File: src/rtl/disp_scan_pkg.sv
package disp_scan_pkg;
  typedef enum logic {
    PH_SCAN = 1'b0,
    PH_ICON = 1'b1
  } scan_phase_e;
endpackage

File: src/rtl/dsa_start_reg.sv
module dsa_start_reg #(
  parameter int LINE_W = 6
) (
  input  logic              clk_i,
  input  logic              rst_ni,
  input  logic              wr_i,
  input  logic [LINE_W-1:0] val_i,
  output logic [LINE_W-1:0] start_o
);
  always_ff @(posedge clk_i or negedge rst_ni) begin
    if (!rst_ni)   start_o <= '0;
    else if (wr_i) start_o <= val_i;
  end
endmodule

File: src/rtl/dsa_line_seq.sv
module dsa_line_seq
  import disp_scan_pkg::*;
#(
  parameter int LINE_W = 6,
  localparam int COM_W = LINE_W + 1
) (
  input  logic              clk_i,
  input  logic              rst_ni,
  input  logic              frame_start_i,
  input  logic              line_clk_i,
  input  logic [LINE_W-1:0] start_i,
  output logic [LINE_W-1:0] row_cnt_o,
  output logic [COM_W-1:0]  com_o,
  output scan_phase_e       phase_o
);
  localparam logic [COM_W-1:0] LAST_SCAN = COM_W'((1 << LINE_W) - 1);

  always_ff @(posedge clk_i or negedge rst_ni) begin
    if (!rst_ni) begin
      row_cnt_o <= '0;
      com_o     <= '0;
      phase_o   <= PH_SCAN;
    end else if (frame_start_i) begin
      row_cnt_o <= start_i;
      com_o     <= '0;
      phase_o   <= PH_SCAN;
    end else if (line_clk_i && phase_o == PH_SCAN) begin
      row_cnt_o <= row_cnt_o + 1'b1;  // wraps modulo 2**LINE_W
      com_o     <= com_o + 1'b1;
      if (com_o == LAST_SCAN) phase_o <= PH_ICON;
    end
  end
endmodule

File: src/rtl/dsa_addr_sel.sv
module dsa_addr_sel
  import disp_scan_pkg::*;
#(
  parameter int LINE_W = 6,
  localparam int ADDR_W = LINE_W + 1
) (
  input  logic [LINE_W-1:0] row_cnt_i,
  input  scan_phase_e       phase_i,
  output logic [ADDR_W-1:0] addr_o
);
  localparam logic [ADDR_W-1:0] ICON_ROW = ADDR_W'(1 << LINE_W);

  always_comb begin
    if (phase_i == PH_ICON) addr_o = ICON_ROW;
    else                    addr_o = {1'b0, row_cnt_i};
  end
endmodule

File: src/rtl/disp_row_addr_gen.sv
module disp_row_addr_gen
  import disp_scan_pkg::*;
#(
  parameter int LINE_W = 6,
  localparam int ADDR_W = LINE_W + 1
) (
  input  logic              clk_i,
  input  logic              rst_ni,
  input  logic              start_wr_i,
  input  logic [LINE_W-1:0] start_val_i,
  input  logic              frame_start_i,
  input  logic              line_clk_i,
  output logic [ADDR_W-1:0] row_addr_o,
  output logic [ADDR_W-1:0] com_idx_o
);
  logic [LINE_W-1:0] start_q;
  logic [LINE_W-1:0] row_cnt;
  scan_phase_e       phase;

  dsa_start_reg #(.LINE_W(LINE_W)) u_start (
    .clk_i   (clk_i),
    .rst_ni  (rst_ni),
    .wr_i    (start_wr_i),
    .val_i   (start_val_i),
    .start_o (start_q)
  );

  dsa_line_seq #(.LINE_W(LINE_W)) u_seq (
    .clk_i         (clk_i),
    .rst_ni        (rst_ni),
    .frame_start_i (frame_start_i),
    .line_clk_i    (line_clk_i),
    .start_i       (start_q),
    .row_cnt_o     (row_cnt),
    .com_o         (com_idx_o),
    .phase_o       (phase)
  );

  dsa_addr_sel #(.LINE_W(LINE_W)) u_sel (
    .row_cnt_i (row_cnt),
    .phase_i   (phase),
    .addr_o    (row_addr_o)
  );
endmodule

File: config.mk
export PLATFORM = sky130hd
export DESIGN_NAME = disp_row_addr_gen
export DESIGN_NICKNAME = d
export VERILOG_FILES = /design/src/rtl/disp_scan_pkg.sv /design/src/rtl/dsa_start_reg.sv /design/src/rtl/dsa_line_seq.sv /design/src/rtl/dsa_addr_sel.sv /design/src/rtl/disp_row_addr_gen.sv
export SDC_FILE = /design/constraint.sdc
export NUM_CORES = 1
export LEC_CHECK = 0
export BUFFER_PORTS_ARGS = -buffer_cell sky130_fd_sc_hd__buf_2
export CORE_MARGIN = 5
export CORE_UTILIZATION = 45
export DETAILED_ROUTE_END_ITERATION = 6
export PLACE_DENSITY = 0.71
export SKIP_LAST_GASP = 1
export SLEW_MARGIN = 10
export SYNTH_ARGS = -nofsm -noshare
export SYNTH_HDL_FRONTEND = slang
export SYNTH_SLANG_ARGS = --single-unit
File: constraint.sdc
create_clock -name clk_i -period 1.75 [get_ports clk_i]
set_input_delay 0.35 -clock clk_i [delete_from_list [all_inputs] [get_ports clk_i]]
set_output_delay 0.35 -clock clk_i [all_outputs]
set_load 0.01 [all_outputs]
=== Word level (Yosys, flattened, before mapping) ===
Index checks and enable logic that the tools add are counted.

* Bits in registers: 20
* Output and inout port bits: 14
* Bits of input ports: 11
* Word-level logic and storage cells: 20

* Eq/ne operators: 1
* Muxes and demuxes: 8
* Add/sub/neg operators: 2
* Bitwise logic cells: 1
* Reductions and logical operators: 4

{| class="wikitable"
|+ Operators with widths
! cell !! count
|-
| $mux 7 || 3
|-
| $mux 6 || 2
|-
| $add 7x1->7 const B || 1
|-
| $eq 7x6->1 const B || 1
|-
| $add 6x1->6 const B || 1
|-
| $reduce_bool 2->1 || 2
|-
| $mux 1 || 3
|-
| $reduce_and 2->1 || 1
|-
| $logic_and 1x1->1 || 1
|-
| $not 1->1 || 1
|}

=== Depth between registers and ports, before layout ===
* Word-level depth: 4
* Depth in mapped cells: 4
* Mapped depth without buffers: 4

=== By module ===
From an unflattened synthesis, not the netlist that was laid out.

* Cells, all modules: 96
* Area, all modules: 1014.7 um2

{| class="wikitable"
|+ Modules (own cells, without submodules)
! module !! cells an instance !! seq. area each (um2) !! area each (um2) !! instances
|-
| dsa_line_seq || 76 || 350.3 || 718.2 || 1
|-
| dsa_start_reg || 13 || 150.1 || 251.5 || 1
|-
| dsa_addr_sel || 7 || 0.0 || 45.0 || 1
|}

=== Worst setup path before layout ===
No wires, ideal clock.

* Kind: reg-to-reg
* Start: register u_seq.com_o[0]
* End: register u_seq.com_o[6]
* Path buffers: 0
* Setup slack: 0.439 ns
* Setup time: 0.078 ns
* Cell stages (with the launch flop): 5
* Data arrival time: 1.233 ns
* Clock period less this slack: 1.311 ns
* Required time: 1.672 ns
* Cells stage by stage: dfrtp_1 > ha_1 > nand4b_1 > or3_1 > a21oi_1

* Cells in the longest elaborated chain, start to end: 3

{| class="wikitable"
|+ Ends and longest elaborated chain
! element !! line !! text
|-
| from (decl) || dsa_line_seq.sv:13 || <nowiki>output logic [COM_W-1:0] com_o,</nowiki>
|-
| from (signal assigned) || dsa_line_seq.sv:29 || <nowiki>com_o <= com_o + 1'b1;</nowiki>
|-
| $add 7x1->7 || dsa_line_seq.sv:29 ||
|-
| $mux 7 || dsa_line_seq.sv:27 || <nowiki>end else if (line_clk_i && phase_o == PH_SCAN) begin</nowiki>
|-
| $mux 7 || dsa_line_seq.sv:23 || <nowiki>end else if (frame_start_i) begin</nowiki>
|}

No other way between the ends. The select of a mux whose other input is x is not followed.
A chain may end at the register's enable or synchronous reset.

=== Final worst setup path ===
* Start: register u_seq.phase_o
* End: register u_seq.com_o[5]

* Cells in the longest elaborated chain, start to end: 3

{| class="wikitable"
|+ Ends and longest elaborated chain
! element !! line !! text
|-
| from (decl) || dsa_line_seq.sv:14 || <nowiki>output scan_phase_e phase_o</nowiki>
|-
| from (signal assigned) || dsa_line_seq.sv:22 || <nowiki>phase_o <= PH_SCAN;</nowiki>
|-
| from (signal assigned) || dsa_line_seq.sv:26 || <nowiki>phase_o <= PH_SCAN;</nowiki>
|-
| from (signal assigned) || dsa_line_seq.sv:30 || <nowiki>if (com_o == LAST_SCAN) phase_o <= PH_ICON;</nowiki>
|-
| $not 1->1 || dsa_line_seq.sv:27 ||
|-
| $logic_and 1x1->1 || dsa_line_seq.sv:27 ||
|-
| $reduce_bool 2->1 (no source line) || n/a ||
|}

No other way between the ends.

==> insert_results.sql <==
INSERT INTO impl_metrics (metric_group, metric, value, unit) VALUES
('status', 'run_status', 'finished clean', ''),
('layout', 'fin_nets', '134', ''),
('power_and_ir_drop', 'switching_share', '24.4', '%'),
('drt', 'met3_wirelength', '107', 'um'),
('floorplanning', 'core.rowCount', '17', ''),
('power_and_ir_drop', 'totalPowerFinal', '1.08', 'mW'),
('drt', 'met2RoutedLength', '960', 'um'),
('yosys', 'synth.ff_latch_count', '20', ''),
('layout', 'flow.area_growth_from_synthesis', '18.9', '%'),
('cts', 'ctsRootBufferMaster', 'sky130_fd_sc_hd__clkbuf_4', ''),
('worst_setup_path', 'crit_chain', 'nand3b_1, or4_1, a21oi_1', ''),
('drt', 'wl_met1', '824', 'um'),
('placement', 'gp_routability_congestion', '0.746', ''),
('timing', 'finClkSkew', '0.00391', 'ns'),
('yosys', 'post_synthesis_cell_area', '997', 'um^2'),
('cts', 'cts_num_sinks', '20', ''),
('power_and_ir_drop', 'power_report.internal_total', '0.819', 'mW'),
('global_route', 'global_route.overflow_total', '0', ''),
('worst_setup_path', 'critPathLaunchType', 'flip-flop', ''),
('power_and_ir_drop', 'part_of_the_total_power_dissipated_in_the_clock_network', '34.3', '%'),
('floorplanning', 'die_w', '57.1', 'um'),
('cts', 'cts_buffers', '3', ''),
('power_and_ir_drop', 'static-leakage-power', '0.553', 'nW'),
('drt', 'routedWlPerCell', '12.9', 'um'),
('timing', 'slew_headroom', '71.2', '%'),
('drt', 'top_layer_used', 'met4', ''),
('layout', 'layout.cells.most_common', 'sky130_fd_sc_hd__buf_2', ''),
('placement', 'port_buffers', '24', ''),
('layout', 'finalInstanceArea', '0.00119', 'mm^2'),
('worst_setup_path', 'critPathMaxStageDelay', '0.53', 'ns'),
('global_route', 'grt_use_total', '12.4', '%'),
('timing', 'setup_violations', '0', ''),
('placement', 'placed_cells', '143', ''),
('layout', 'most-common-layout-cells', 'sky130_fd_sc_hd__buf_2 (24), sky130_fd_sc_hd__dfrtp_1 (20), sky130_fd_sc_hd__nor2b_1 (8)', ''),
('global_route', 'pin_count_of_the_biggest_net_entering_global_routing', '24', ''),
('cts', 'cts.htree.levels', '1', ''),
('job', 'max_cap_violations', '0', ''),
('floorplanning', 'floorplan.io_pins', '25', ''),
('timing', 'worst_slack', '0.217', 'ns'),
('worst_setup_path', 'cp.arrival', '1.76', 'ns'),
('timing', 'grt_setup_unrepaired', 'no', ''),
('floorplanning', 'die_h', '57.1', 'um'),
('timing', 'fin_hold_ws', '0.275', 'ns'),
('global_route', 'antenna_violations_before_repair', '0', ''),
('power_and_ir_drop', 'vdd_ir_drop_max', '590', 'uV'),
('floorplanning', 'design.core.area', '0.00217', 'mm^2'),
('yosys', 'yosysUniqueCellTypes', '28', ''),
('worst_setup_path', 'cp.buffers_inverters', '0', ''),
('drt', 'routed-via-count', '774', ''),
('placement', 'dp_slack', '0.251', 'ns'),
('worst_setup_path', 'endpoint_kind', 'flip-flop', ''),
('hold_path', 'worst_hold_path_type', 'primary input to flip-flop', ''),
('drt', 'drc', '0', ''),
('drt', 'drt_iter0_markers', '5', ''),
('power_and_ir_drop', 'combPwrFrac', '16.0', '%'),
('timing', 'final_critical_path_required_period', '1.53', 'ns'),
('cts', 'cts.reportedPaths.clkPinSlew', '0.11', 'ns'),
('cts', 'cts_buffer_depth', '2', ''),
('timing', 'final_hold_violation_count', '0', ''),
('worst_setup_path', 'cpLargestDelayFamily', 'simple AND/OR/NAND/NOR gates', ''),
('yosys', 'synthesis.yosys.warnings', '0', ''),
('global_route', 'first_global_vias', '707', ''),
('power_and_ir_drop', 'power_density', '913', 'mW/mm^2'),
('power_and_ir_drop', 'p_switching', '0.264', 'mW'),
('placement', 'placed_area', '0.00112', 'mm^2'),
('timing', 'final_min_period_over_clock_period', '87.6', '%'),
('cts', 'cts-resized-gates', '0', ''),
('yosys', 'seq_area_frac_synth', '50.2', '%'),
('timing', 'timing.setup.tns', '0', 'ns'),
('timing', 'timing.fmax', '652', 'MHz'),
('cts', 'clk_latency', '0.29', 'ns');
[power groups by stage]
stage | clock, mW | combinational (mW) | sequential [mW]
after floorplan | 0 | 0.110 | 0.540
after global placement | 0 | 0.169 | 0.546
after CTS | 0.384 | 0.177 | 0.538
after detailed placement | 0 | 0.174 | 0.548
final | 0.371 | 0.173 | 0.538
after global routing | 0.396 | 0.196 | 0.545
[cells by family (layout without fill, tap and decap cells)]
group                      after synthesis  after routing  synth area share (%)
and+or+nand+nor                         38             38                  21.6
muxes                                    8              8                  8.78
AOI/OAI and AO/OA                       15             15                  8.66
adders and majority gates                2              2                  2.51
xor gates and xnor gates                 4              4                  3.51
buffers and inverters                    9             33                  4.77
DFF                                     20             20                  50.2
[layer usage]
metal / up-vias / GRT usage (%)
met5: - / 0
met4: 0 / 3.97
met3: 2 / 3.17
met2: 15 / 20.4
met1: 376 / 15.9
li1: 381 / -
[Yosys cell counts]
| cell type | n | share of area, % |
|---|---|---|
| sky130_fd_sc_hd__a221o_1 | 1 | 1.0 |
| sky130_fd_sc_hd__o31ai_1 | 1 | 0.75 |
| sky130_fd_sc_hd__dfrtp_1 | 20 | 50 |
| sky130_fd_sc_hd__nand3_1 | 5 | 2.5 |
| sky130_fd_sc_hd__buf_6 | 1 | 1.1 |
| sky130_fd_sc_hd__nor4b_1 | 1 | 0.88 |
| sky130_fd_sc_hd__nor2_1 | 5 | 1.9 |
| sky130_fd_sc_hd__nand3b_1 | 3 | 2.3 |
| sky130_fd_sc_hd__mux2_2 | 6 | 6.8 |
| sky130_fd_sc_hd__o21ai_1 | 3 | 1.5 |
| sky130_fd_sc_hd__nand2_1 | 7 | 2.6 |
| sky130_fd_sc_hd__nor2b_1 | 8 | 5.0 |
| sky130_fd_sc_hd__xor2_1 | 2 | 1.8 |
| sky130_fd_sc_hd__or4_1 | 2 | 1.5 |
| sky130_fd_sc_hd__buf_4 | 1 | 0.75 |
| sky130_fd_sc_hd__or3_1 | 3 | 1.9 |
| sky130_fd_sc_hd__clkbuf_1 | 2 | 0.75 |
| sky130_fd_sc_hd__nand4_1 | 1 | 0.63 |
| sky130_fd_sc_hd__ha_1 | 2 | 2.5 |
| sky130_fd_sc_hd__buf_2 | 2 | 1.0 |
| sky130_fd_sc_hd__a211o_1 | 1 | 0.88 |
| sky130_fd_sc_hd__mux2i_1 | 2 | 2.0 |
| sky130_fd_sc_hd__and3_1 | 1 | 0.63 |
| sky130_fd_sc_hd__inv_1 | 3 | 1.1 |
| sky130_fd_sc_hd__a21oi_1 | 5 | 2.5 |
| sky130_fd_sc_hd__xnor2_1 | 2 | 1.8 |
| sky130_fd_sc_hd__nand4b_1 | 2 | 1.8 |
| sky130_fd_sc_hd__o21ai_0 | 4 | 2.0 |
[flip-flops by register name, indices dropped and copies added, names as in the netlist]
signal           flops
u_seq.com_o          7
u_seq.row_cnt_o      6
u_start.start_o      6
u_seq.phase_o        1
[area by class of cell]
cell class	count	area, um^2	share of cell area, %
inverters	3	11.3	0.949
well taps	28	35.0	2.95
multi-input cells	67	449	37.9
clock inverters	1	30.0	2.53
flip-flops and latches	20	500	42.2
clock buffers	3	22.5	1.90
repair buffers	26	138	11.6
[repair_timing]
action / in CTS / in global routing
endpoints found under the hold margin: 20 / 0
hold buffers: 1 / 0
setup buffers: 0 / 0
setup endpoints to repair: 0 / 0
[path summary, 6_finish.rpt]
path	slack, ns	to	cells past startpoint	startpoint
hold / removal	0.28	u_start.start_o[0]	2	start_val_i[0]
hold reg to reg	0.49	u_seq.row_cnt_o[3]	2	u_start.start_o[3]
max in group asynchronous	0.94	u_seq.phase_o	2	rst_ni
min in group asynchronous	0.51	u_start.start_o[5]	2	rst_ni
setup reg to reg	0.22	u_seq.com_o[5]	3	u_seq.phase_o
setup / recovery	0.22	u_seq.com_o[5]	3	u_seq.phase_o
Note: power is estimated with default switching activity, not from simulation.
